`src/rtl/gpio8_pkg.sv`:
```
package gpio8_pkg;

    typedef enum logic [2:0] {
        SEL_DIR   = 3'd0,
        SEL_IEN   = 3'd1,
        SEL_SENSE = 3'd2,
        SEL_POL   = 3'd3,
        SEL_BOTH  = 3'd4,
        SEL_RAW   = 3'd5,
        SEL_MIS   = 3'd6,
        SEL_CLR   = 3'd7
    } reg_sel_t;

    typedef enum logic [2:0] {
        TRIG_LOW  = 3'd0,
        TRIG_HIGH = 3'd1,
        TRIG_FALL = 3'd2,
        TRIG_RISE = 3'd3,
        TRIG_ANY  = 3'd4
    } trig_kind_t;

    function automatic trig_kind_t trig_decode(input logic sense, input logic pol,
                                               input logic both);
        if (sense)
            return pol ? TRIG_HIGH : TRIG_LOW;
        else if (both)
            return TRIG_ANY;
        else
            return pol ? TRIG_RISE : TRIG_FALL;
    endfunction

endpackage

```
`src/rtl/gpio8_sync.sv`:
```
module gpio8_sync #(
    parameter int W = 8
) (
    input  logic         clk,
    input  logic         rst_n,
    input  logic [W-1:0] d,
    output logic [W-1:0] q
);
    logic [W-1:0] stage1;

    always_ff @(posedge clk or negedge rst_n) begin
        if (!rst_n) begin
            stage1 <= '0;
            q      <= '0;
        end else begin
            stage1 <= d;
            q      <= stage1;
        end
    end
endmodule

```
`src/rtl/gpio8_pin_irq.sv`:
```
module gpio8_pin_irq
    import gpio8_pkg::*;
(
    input  logic clk,
    input  logic rst_n,
    input  logic pin_s,
    input  logic sense,
    input  logic pol,
    input  logic both,
    input  logic clr,
    output logic raw
);
    trig_kind_t kind;
    logic       prev;
    logic       latched;
    logic       edge_hit;
    logic       lvl_hit;

    assign kind = trig_decode(sense, pol, both);

    always_comb begin
        edge_hit = 1'b0;
        lvl_hit  = 1'b0;
        unique case (kind)
            TRIG_LOW:  lvl_hit  = !pin_s;
            TRIG_HIGH: lvl_hit  = pin_s;
            TRIG_FALL: edge_hit = prev && !pin_s;
            TRIG_RISE: edge_hit = !prev && pin_s;
            TRIG_ANY:  edge_hit = prev ^ pin_s;
            default:   ;
        endcase
    end

    always_ff @(posedge clk or negedge rst_n) begin
        if (!rst_n) begin
            prev    <= 1'b0;
            latched <= 1'b0;
        end else begin
            prev <= pin_s;
            if (edge_hit)
                latched <= 1'b1;
            else if (clr)
                latched <= 1'b0;
        end
    end

    assign raw = sense ? lvl_hit : latched;

    // new edge wins over a simultaneous clear
    a_r10_edge_beats_clear: assert property (@(posedge clk) disable iff (!rst_n)
        edge_hit |=> latched);
    // clear without a new edge drops the bit
    a_r10_clear_drops: assert property (@(posedge clk) disable iff (!rst_n)
        (clr && !edge_hit) |=> !latched);
    // latched status only rises after a detected edge
    a_r7_rise_needs_edge: assert property (@(posedge clk) disable iff (!rst_n)
        $rose(latched) |-> $past(edge_hit));
endmodule

```
`src/rtl/gpio8_regfile.sv`:
```
module gpio8_regfile
    import gpio8_pkg::*;
#(
    parameter int N  = 8,
    parameter int AW = N + 3
) (
    input  logic          clk,
    input  logic          rst_n,
    input  logic          wr,
    input  logic [AW-1:0] addr,
    input  logic [N-1:0]  wdata,
    input  logic [N-1:0]  pin_s,
    input  logic [N-1:0]  raw,
    output logic [N-1:0]  dir_q,
    output logic [N-1:0]  ien_q,
    output logic [N-1:0]  sense_q,
    output logic [N-1:0]  pol_q,
    output logic [N-1:0]  both_q,
    output logic [N-1:0]  out_q,
    output logic [N-1:0]  clr,
    output logic [N-1:0]  rdata
);
    localparam int BANK_BIT = N + 2;
    localparam int MASK_LSB = 2;
    localparam int MASK_MSB = N + 1;

    logic         data_win;
    logic         reg_hit;
    logic [N-1:0] mask;
    logic [N-1:0] wmask;
    logic [N-1:0] mis;
    reg_sel_t     sel;

    assign data_win = !addr[BANK_BIT];
    assign mask     = addr[MASK_MSB:MASK_LSB];
    assign sel      = reg_sel_t'(addr[4:2]);
    assign reg_hit  = !data_win && (addr[1:0] == 2'b00) && (addr[MASK_MSB:5] == '0);
    assign wmask    = mask & dir_q;
    assign mis      = raw & ien_q;
    assign clr      = (wr && reg_hit && sel == SEL_CLR) ? wdata : '0;

    always_ff @(posedge clk or negedge rst_n) begin
        if (!rst_n) begin
            dir_q   <= '0;
            ien_q   <= '0;
            sense_q <= '0;
            pol_q   <= '0;
            both_q  <= '0;
            out_q   <= '0;
        end else if (wr) begin
            if (data_win) begin
                out_q <= (out_q & ~wmask) | (wdata & wmask);
            end else if (reg_hit) begin
                unique case (sel)
                    SEL_DIR:   dir_q   <= wdata;
                    SEL_IEN:   ien_q   <= wdata;
                    SEL_SENSE: sense_q <= wdata;
                    SEL_POL:   pol_q   <= wdata;
                    SEL_BOTH:  both_q  <= wdata;
                    SEL_RAW, SEL_MIS, SEL_CLR: ;
                endcase
            end
        end
    end

    always_comb begin
        rdata = '0;
        if (data_win) begin
            rdata = mask & ((dir_q & out_q) | (~dir_q & pin_s));
        end else if (reg_hit) begin
            unique case (sel)
                SEL_DIR:   rdata = dir_q;
                SEL_IEN:   rdata = ien_q;
                SEL_SENSE: rdata = sense_q;
                SEL_POL:   rdata = pol_q;
                SEL_BOTH:  rdata = both_q;
                SEL_RAW:   rdata = raw;
                SEL_MIS:   rdata = mis;
                SEL_CLR:   rdata = '0;
            endcase
        end
    end

    // data writes while all pins are inputs leave the latch alone
    a_r5_input_write_ignored: assert property (@(posedge clk) disable iff (!rst_n)
        (wr && data_win && dir_q == '0) |=> $stable(out_q));
endmodule

```
`src/rtl/gpio8_ctrl.sv`:
```
module gpio8_ctrl
    import gpio8_pkg::*;
#(
    parameter int N  = 8,
    parameter int AW = N + 3
) (
    input  logic          clk,
    input  logic          rst_n,
    input  logic          bus_wr,
    input  logic [AW-1:0] bus_addr,
    input  logic [N-1:0]  bus_wdata,
    output logic [N-1:0]  bus_rdata,
    input  logic [N-1:0]  pin_in,
    output logic [N-1:0]  pin_out,
    output logic [N-1:0]  pin_oe,
    output logic          irq
);
    logic [N-1:0] pin_s;
    logic [N-1:0] raw;
    logic [N-1:0] dir_q, ien_q, sense_q, pol_q, both_q, out_q, clr;

    gpio8_sync #(.W(N)) u_sync (
        .clk   (clk),
        .rst_n (rst_n),
        .d     (pin_in),
        .q     (pin_s)
    );

    gpio8_regfile #(.N(N), .AW(AW)) u_regs (
        .clk     (clk),
        .rst_n   (rst_n),
        .wr      (bus_wr),
        .addr    (bus_addr),
        .wdata   (bus_wdata),
        .pin_s   (pin_s),
        .raw     (raw),
        .dir_q   (dir_q),
        .ien_q   (ien_q),
        .sense_q (sense_q),
        .pol_q   (pol_q),
        .both_q  (both_q),
        .out_q   (out_q),
        .clr     (clr),
        .rdata   (bus_rdata)
    );

    for (genvar i = 0; i < N; i++) begin : g_pin
        gpio8_pin_irq u_irq (
            .clk   (clk),
            .rst_n (rst_n),
            .pin_s (pin_s[i]),
            .sense (sense_q[i]),
            .pol   (pol_q[i]),
            .both  (both_q[i]),
            .clr   (clr[i]),
            .raw   (raw[i])
        );
    end

    assign pin_out = out_q;
    assign pin_oe  = dir_q;
    assign irq     = |(raw & ien_q);

    // with every pin masked the interrupt stays low
    a_r9_masked_quiet: assert property (@(posedge clk) disable iff (!rst_n)
        (ien_q == '0) |-> !irq);
    // any interrupt implies an enabled raw bit
    a_r9_irq_has_source: assert property (@(posedge clk) disable iff (!rst_n)
        irq |-> ((raw & ien_q) != '0));
endmodule

```
`config.mk`:
```
export PLATFORM = sky130hd
export DESIGN_NAME = gpio8_ctrl
export DESIGN_NICKNAME = d
export VERILOG_FILES = /design/src/rtl/gpio8_pkg.sv /design/src/rtl/gpio8_sync.sv /design/src/rtl/gpio8_pin_irq.sv /design/src/rtl/gpio8_regfile.sv /design/src/rtl/gpio8_ctrl.sv
export SDC_FILE = /design/constraint.sdc
export NUM_CORES = 1
export LEC_CHECK = 0
export BUFFER_PORTS_ARGS = -buffer_cell sky130_fd_sc_hd__buf_2
export CORE_UTILIZATION = 28
export CTS_CLUSTER_DIAMETER = 80
export DETAILED_ROUTE_END_ITERATION = 10
export SETUP_SLACK_MARGIN = 0.02
export SYNTH_ARGS = -nofsm -noshare
export SYNTH_HDL_FRONTEND = slang
export SYNTH_SLANG_ARGS = --single-unit
```
`constraint.sdc`:
```
create_clock -name clk -period 1.7 [get_ports clk]
set_clock_uncertainty 0.15 [all_clocks]
set_input_delay 0.17 -clock clk [delete_from_list [all_inputs] [get_ports clk]]
set_output_delay 0.17 -clock clk [all_outputs]
set_load 0.01 [all_outputs]
```
==> results.yml, run 1 <==
status:
  status: "finished with violations"
  violations: "DRC, setup timing"
final_layout:
  final_nets: 570
  finalInstanceArea_um2: 6100
  drive_gt1_frac: 0.512
  multi_input_area_um2: 2230
  fillers: 1395
  antennaDiodeCount: 0
  area_growth_pct: 43.6
  final_util: 0.416
  seqCellArea_um2: 2000
place:
  placed_area_um2: 5380
  place.gp.congestion: 0.845
  dp_hpwl_mm: 8.83
  port_buffers: 54
sta:
  fmax_mhz: 440
  maxSlewHeadroom: 0.691
  max_slew.worst_pin.slew_ps: 462
  setup_viol: 13
  hold_viol: 0
  drv_slew: 0
  timing.final.ws_setup_ps: -573
  fin_crit_ps: 2270
  rsz0062_at_grt: "true"
  fin_crit_sh: 1.34
run:
  cap_viol_max_count: 0
critical_path:
  worst_setup_path_start_kind: "register"
  required_ps: 1380
  crit_type: "reg2out"
  critPathMaxFanout: 5
  path_buf_inv: 2
  crit_arrival_ps: 1950
  setup.worst_path.end_class: "output port"
  cpPeakStageDelay_ps: 480
  worstPathCellList: "mux4_2 > nor2_2 > a2111oi_2 > buf_4 > a31o_2 > buf_2"
  crit_family: "compound AO/OA/AOI/OAI gates"
  crit_slowest_cell: "a2111oi_2"
synthesis:
  postSynthAreaPerCell_um2: 11.8
  ys_types: 44
  async_flop_share: 1.00
  synth_fp_nets: 405
  synth_top_area_frac: 0.472
  yosysSeqAreaShare: 0.472
  yosys_warnings: 0
  synth.cell_area_um2: 4250
  synth_area_leaders: "dfrtp_1 (47%), mux2_2 (15%), ha_1 (4.7%)"
  synth_area_leader_cell: "dfrtp_1"
  synthCells: 359
  synth-edff-count: 0
  synth_ff_type: "dfrtp_1"
  ys_ff_latch: 80
pwr:
  combPwrFrac: 0.100
  internal-power_w: 0.00331
  p_per_area_nw_per_um2: 710
  seq_power_share: 0.453
  ir_drop_v: 0.000404
  clkPwrFrac: 0.447
  p_sw_w: 0.00102
  p_leak_nw: 2.97
  p_sw_frac: 0.235
worst_hold_path:
  hold_path.class: "in2reg"
route:
  drt-vias-per-instance: 4.83
  routed_wirelength_mm: 12.0
  wl_per_cell_um: 16.8
  drt_iter0_drc: 114
  firstDrtPassIters: 7
  final_antenna_net_count: 0
  via_count: 3442
  drc: 6
clocking:
  clk_latency_ps: 340
  clockBufferDepth: 2
  clock-sinks: 80
  cts_tree: "yes"
  htreeDepth: 3
  clock-root-buffer: "clkbuf_16"
  clk_pin_slew_ps: 60
  cts_buffers: 9
die:
  design.core.area_um2: 14600
  die_x_um: 125
  num_rows: 44
  pin_count: 55
  initial_utilization: 0.290
  die_h_um: 125
  die_area_um2: 15700
global_route:
  grt_pass1_vias: 3622
  grt_usage: 0.161
  grt_pass1_wl_mm: 19.2
  grt_max_degree: 81
  antenna_found_initial: 0
  overflow: 0
## power by group through the flow
stage	sequential, W	combinational (W)	clock (W)
after floorplan	0.00200	0.000157	0
after global placement	0.00199	0.000380	0
after detailed placement	0.00200	0.000388	0
after CTS	0.00196	0.000424	0.00199
after global routing	0.00196	0.000477	0.00206
final	0.00196	0.000432	0.00194
## per-layer routing
metal	vias up	track usage	wire, um
li1	1629	-	-
met1	1720	0.209	5460
met2	80	0.264	5780
met3	13	0.0321	507
met4	0	0.0631	207
met5	-	0	0
## metrics by stage
| stage | total power [W] | hold WS (ps) | setup TNS [ps] | std cells | setup slack, ps |
|---|---|---|---|---|---|
| after floorplan | 0.00215 | -276 | -511 | 359 | -62.0 |
| after global routing | 0.00450 | 22.2 | -4600 | 713 | -632 |
| after CTS | 0.00437 | 4.65 | -3950 | 709 | -559 |
| after global placement | 0.00237 | 85.6 | -16570 | 674 | -700 |
| after detailed placement | 0.00238 | 91.6 | -19150 | 674 | -703 |
| final | 0.00433 | 15.2 | -3830 | 713 | -573 |
## state kept, by name (all words and copies together) (netlist names), named ones only
| name | count |
|---|---|
| u_regs.ien_q | 8 |
| u_sync.stage1 | 8 |
| u_regs.dir_q | 8 |
| g_pin.u_irq.prev | 8 |
| g_pin.u_irq.latched | 8 |
| u_regs.sense_q | 8 |
| u_regs.pol_q | 8 |
| u_sync.q | 8 |
| u_regs.both_q | 8 |
## cells by family (layout without fill, tap and decap cells)
family / after synthesis / in the layout / synth area share
multiplexers: 72 / 72 / 0.210
AND/OR/NAND/NOR: 82 / 82 / 0.116
XOR/XNOR: 8 / 8 / 0.0165
buffers and inverters: 37 / 207 / 0.0410
adder cells (fa/ha/maj): 16 / 16 / 0.0472
AO/OA/AOI/OAI: 64 / 64 / 0.0979
flip-flops: 80 / 80 / 0.472
## synth_stat cells, types with 5 or more instances
master      n
clkbuf_1    6
nor2_1      9
a21oi_1     8
dfrtp_1    80
xnor2_1     8
mux2_2     56
nor2b_1     5
ha_1       16
o21ai_0    28
o2bb2ai_1   9
mux2i_1     8
inv_1      26
mux4_2      8
nand2_1    27
nand3_1    15
## cells in the final DEF (no fill, tap or decap), drive strengths merged, types with 9 or more instances in the layout
master,instances
mux2,56
buf,156
inv,26
nand3,16
dlygate4sd3,9
o21ai,28
clkbuf,11
ha,16
o2bb2ai,9
nor2,9
nand2,31
dfrtp,80
## worst paths after layout
check	start	endpoint	slack, ps	depth (start not counted)
worst max register to register	u_sync.q[3]$_DFF_PN0_	g_pin[3].u_irq.latched$_DFFE_PN0P_	130	6
min in group asynchronous	rst_n	u_sync.stage1[5]$_DFF_PN0_	240	3
worst min register to register	u_sync.stage1[0]$_DFF_PN0_	u_sync.q[0]$_DFF_PN0_	190	0
max in group asynchronous	rst_n	u_regs.both_q[3]$_DFFE_PN0P_	800	3
worst max-delay path	u_regs.ien_q[6]$_DFFE_PN0P_	bus_rdata[6]	-570	6
worst min-delay path	bus_wdata[0]	u_regs.ien_q[0]$_DFFE_PN0P_	20	2
## worst reg2reg max path: cells and delay by family (launching register included)
| kind | cells | cell delay, ps |
|---|---|---|
| mux | 1 | 250 |
| flops | 1 | 410 |
| compound gates | 2 | 270 |
| fa+ha+maj | 1 | 180 |
| buf+inv | 2 | 200 |
## final cells by class
| type | count | share of cell area |
|---|---|---|
| clock inverters | 5 | 0.00923 |
| inverters | 26 | 0.0160 |
| repair buffers | 165 | 0.203 |
| multi-input cells | 242 | 0.366 |
| well taps | 184 | 0.0378 |
| flip-flops and latches | 80 | 0.328 |
| clock buffers | 11 | 0.0398 |
## timing repair
item                                   4_1_cts  5_1_grt
setup endpoints to repair                   36       32
gates resized for setup                     28       28
pin swaps                                    9        6
hold buffers                                 9        0
endpoints found under the hold margin       88        0
gates cloned                                 0        0
setup buffers                               11        4
(Power assumes the default switching activity.)
==> inputs of run 2 (changes only) <==
--- a/config.mk
+++ b/config.mk
@@ -13,3 +13,4 @@
 export SYNTH_ARGS = -nofsm -noshare
 export SYNTH_HDL_FRONTEND = slang
 export SYNTH_SLANG_ARGS = --single-unit
+export TNS_END_PERCENT = 10
==> results.yml, run 2 (same netlist as run 1, synthesis figures left out) <==
place:
  place.gp.congestion: 0.833
  place_ws_ps: -507
  port_buffers: 54
  dp_hpwl_mm: 8.84
  dp.cells: 674
critical_path:
  crit_arrival_ps: 1960
  worst_setup_path_start_kind: "register"
  r2r_setup_slack_ps: 170
  setup.worst_path.end_class: "output port"
  critPathMaxFanout: 4
  required_ps: 1380
  crit_type: "reg2out"
final_layout:
  final_util: 0.402
  final_nets: 558
  fillers: 1412
  instances_no_fill: 701
  drive_gt1_frac: 0.484
  final_cell_mix: "buf_4 (81), dfrtp_1 (80), mux2_2 (56)"
  seqCellArea_um2: 2000
  multi_input_area_um2: 2130
  area_growth_pct: 38.5
  final_common_cell: "buf_4"
  antennaDiodeCount: 0
clocking:
  clock-root-buffer: "clkbuf_16"
  cts_buffers: 9
  clockBufferDepth: 2
  clock-sinks: 80
  htreeDepth: 3
  clk_latency_ps: 350
  clk_pin_slew_ps: 60
  cts_tree: "yes"
worst_hold_path:
  hold_path.class: "in2reg"
die:
  die_h_um: 125
  design.core.area_um2: 14600
  initial_utilization: 0.290
  pin_count: 55
  num_rows: 44
  die_area_um2: 15700
  die_x_um: 125
sta:
  fin_crit_sh: 1.34
  hold_viol: 0
  rsz0062_at_grt: "true"
  setup_viol: 9
  maxSlewHeadroom: 0.686
  fin_crit_ps: 2280
  tns_ps: -3870
  drv_slew: 0
  timing.final.ws_setup_ps: -578
  max_slew.worst_pin.slew_ps: 469
  fmax_mhz: 439
global_route:
  grt_pass1_wl_mm: 19.3
  grt_max_degree: 81
  grt_usage: 0.160
  grt_pass1_vias: 3524
  overflow: 0
  antenna_found_initial: 0
pwr:
  p_per_area_nw_per_um2: 759
  ir_drop_v: 0.000415
  p_leak_nw: 2.87
route:
  drt-vias-per-instance: 4.81
  firstDrtPassIters: 6
  final_antenna_net_count: 0
  wl_per_cell_um: 16.7
  drc: 0
  drt_iter0_drc: 153
  routed_wirelength_mm: 11.7
  via_count: 3371
status:
  status: "finished with violations"
  violations: "setup timing"
run:
  cap_viol_max_count: 0
[run 2: cell types whose count changed in the layout (fill, tap and decap cells not counted), sizes merged]
| cell | previous run | this run |
|---|---|---|
| buf | 156 | 143 |
| bufinv | 1 | 2 |
| clkbuf | 11 | 10 |
| dlygate4sd3 | 9 | 10 |
[run 2: through the flow]
stage / cell area (um2) / power [W] / hold WS [ps]
2_1_floorplan: 4250 / 0.00215 / -276
3_3_place_gp: 5350 / 0.00236 / 84.4
3_5_place_dp: 5350 / 0.00237 / 86.7
4_1_cts: 5830 / 0.00453 / 9.86
5_1_grt: 5880 / 0.00465 / 22.5
6_report: 5880 / 0.00446 / 0.220
[run 2: worst paths after layout]
kind / from / end / cells past startpoint
setup / recovery: u_regs.sense_q[6]$_DFFE_PN0P_ / irq / 6
hold / removal: bus_wdata[1] / u_regs.dir_q[1]$_DFFE_PN0P_ / 2
setup reg to reg: u_sync.q[4]$_DFF_PN0_ / g_pin[4].u_irq.latched$_DFFE_PN0P_ / 6
hold reg to reg: u_sync.stage1[0]$_DFF_PN0_ / u_sync.q[0]$_DFF_PN0_ / 0
max in group asynchronous: rst_n / u_regs.pol_q[3]$_DFFE_PN0P_ / 3
min in group asynchronous: rst_n / u_sync.stage1[5]$_DFF_PN0_ / 3
[run 2: timing repair]
action / CTS / global route
pin swaps: 6 / 7
endpoints found under the hold margin: 91 / 0
setup buffers: 2 / 0
gates resized for setup: 16 / 14
hold buffers: 10 / 0
setup endpoints to repair: 9 / 46
[run 2: layout make-up]
| class | instances | share of cell area |
|---|---|---|
| tap | 184 | 0.0391 |
| timing repair buffer | 153 | 0.186 |
| sequential | 80 | 0.340 |
| clock buffer | 10 | 0.0406 |
| inverter | 26 | 0.0166 |
| clock inverter | 6 | 0.0140 |
| multi-input combinational | 242 | 0.363 |
[run 2: critical path: stages, from the launching register on]
cell and delay (ps):
dfrtp_1 400, nand3b_1 160, o31ai_2 90, a31oi_1 240
nand4_1 130, or4_4 450, buf_6 140
[run 2: metal layers]
metal	GRT usage	share of wire	vias up
li1	-	-	1610
met1	0.213	0.47	1672
met5	0	0	-
met2	0.252	0.46	73
met3	0.0295	0.042	16
met4	0.0739	0.024	0
[run 2: power breakdown]
part / switching, W / leakage [nW] / internal [W] / total (W)
Sequential: 0.0000207 / 1.02 / 0.00194 / 0.00196
Combinational: 0.000224 / 1.69 / 0.000177 / 0.000401
Clock: 0.000785 / 0.158 / 0.00132 / 0.00210
==> inputs of run 3 (changes only) <==
--- a/config.mk
+++ b/config.mk
@@ -6,9 +6,13 @@
 export NUM_CORES = 1
 export LEC_CHECK = 0
 export BUFFER_PORTS_ARGS = -buffer_cell sky130_fd_sc_hd__buf_2
+export CELL_PAD_IN_SITES_DETAIL_PLACEMENT = 1
+export CELL_PAD_IN_SITES_GLOBAL_PLACEMENT = 2
+export CORE_ASPECT_RATIO = 1.2
 export CORE_UTILIZATION = 28
 export CTS_CLUSTER_DIAMETER = 80
 export DETAILED_ROUTE_END_ITERATION = 10
+export PLACE_DENSITY_LB_ADDON = 0.3
 export SETUP_SLACK_MARGIN = 0.02
 export SYNTH_ARGS = -nofsm -noshare
 export SYNTH_HDL_FRONTEND = slang
==> results.yml, run 3 (same netlist as run 1, synthesis figures left out) <==
sta:
  fmax_mhz: 447
  timing.final.ws_setup_ps: -538
  fin_crit_ps: 2240
  drv_slew: 0
  rsz0062_at_grt: "true"
  maxSlewHeadroom: 0.700
  max_slew.worst_pin.slew_ps: 451
  tns_ps: -3590
  fin_crit_sh: 1.32
  hold_slack_ps: 16.7
  hold_viol: 0
  setup_viol: 9
place:
  dp.cells: 697
  place_ws_ps: -388
  port_buffers: 54
  placed_area_um2: 5460
  dp_hpwl_mm: 9.85
  place.gp.congestion: 0.779
final_layout:
  fillers: 1632
  antennaDiodeCount: 0
  final_nets: 565
  finalInstanceArea_um2: 6000
  instances_no_fill: 722
  final_cell_mix: "buf_4 (88), dfrtp_1 (80), mux2_2 (52)"
  drive_gt1_frac: 0.489
  final_common_cell: "buf_4"
  area_growth_pct: 41.3
critical_path:
  startpoint: "g_pin[2].u_irq.latched$_DFFE_PN0P_"
  worst_setup_path_start_kind: "register"
  r2r_setup_slack_ps: 150
  r2r_start: "u_sync.q[2]$_DFF_PN0_"
  critPathMaxFanout: 2
  crit_arrival_ps: 1920
  required_ps: 1380
  setup.worst_path.end_class: "output port"
  crit_type: "reg2out"
pwr:
  clkPwrFrac: 0.478
  ir_drop_v: 0.000382
  seq_power_share: 0.429
  p_sw_w: 0.00102
  internal-power_w: 0.00355
  p_per_area_nw_per_um2: 762
  p_leak_nw: 2.94
  combPwrFrac: 0.093
  p_sw_frac: 0.224
die:
  die_area_um2: 15700
  design.core.area_um2: 14600
  die_x_um: 114
  num_rows: 48
  pin_count: 55
  die_h_um: 137
  initial_utilization: 0.291
global_route:
  grt_util_met2: 0.306
  overflow: 0
  grt_pass1_vias: 3763
  grt_use_met3: 0.0230
  top_usage_layer: "met2"
  grtUsageMet1: 0.228
  grt_usage: 0.179
  grt_max_degree: 31
  grt_pass1_wl_mm: 20.8
  antenna_found_initial: 0
clocking:
  htreeDepth: 3
  cts_buffers: 9
  clock-root-buffer: "clkbuf_16"
  clk_latency_ps: 340
  clockBufferDepth: 2
  cts_tree: "yes"
  clk_pin_slew_ps: 60
  clock-sinks: 80
route:
  firstDrtPassIters: 4
  drt_iter0_drc: 113
  via_count: 3382
  wl_per_cell_um: 17.5
  final_antenna_net_count: 0
  routed_wirelength_mm: 12.7
  drt-vias-per-instance: 4.68
  drc: 0
worst_hold_path:
  hold_start: "bus_wdata[2]"
  hold_path.class: "in2reg"
status:
  violations: "setup timing"
  status: "finished with violations"
run:
  cap_viol_max_count: 0
## run 3: power by group through the flow
stage	clock network [W]	registers, W	logic (W)
global placement	0	0.00199	0.000398
global route	0.00231	0.00196	0.000475
detailed placement	0	0.00199	0.000409
finish	0.00219	0.00196	0.000426
floorplan	0	0.00200	0.000156
CTS	0.00225	0.00196	0.000436
## run 3: what timing repair did
item	CTS	global route
pin swaps	7	6
gates resized for setup	17	17
hold buffers	9	0
setup buffers	1	2
endpoints found under the setup margin	25	34
hold endpoints to repair	79	0
## run 3: through the flow
stage	total power (W)	utilization
6_report	0.00457	0.411
5_1_grt	0.00475	0.411
4_1_cts	0.00464	0.407
3_5_place_dp	0.00240	0.374
3_3_place_gp	0.00239	0.374
2_1_floorplan	0.00215	-
## run 3: critical path, cell delays in order (launching register included)
cell       delay (ps)
dfrtp_1           380
inv_1              80
nor3b_1            80
a2111oi_2         290
nand4_1           160
or4_4             440
buf_6             140
## run 3: cell type report
cell class	count	area [um2]	share of cell area
clock inverters	4	95.1	0.0158
repair buffers	160	1180	0.197
flip-flops and latches	80	2000	0.334
inverters	26	97.6	0.0163
multi-input cells	242	2140	0.357
clock buffers	10	229	0.0382
well taps	200	250	0.0417
## run 3: path summary, 6_finish.rpt
path                                                      end  cells after the start
max in group asynchronous       g_pin[2].u_irq.prev$_DFF_PN0_                      3
hold reg to reg                         u_sync.q[1]$_DFF_PN0_                      0
setup reg to reg           g_pin[2].u_irq.latched$_DFFE_PN0P_                      6
min in group asynchronous          u_sync.stage1[1]$_DFF_PN0_                      2
setup / recovery                                          irq                      6
hold / removal                   u_regs.both_q[2]$_DFFE_PN0P_                      2
## run 3: metal layers
metal	wire, um	up-vias
met5	0	-
met4	255	0
met3	281	16
met2	6320	44
met1	5810	1698
li1	-	1624
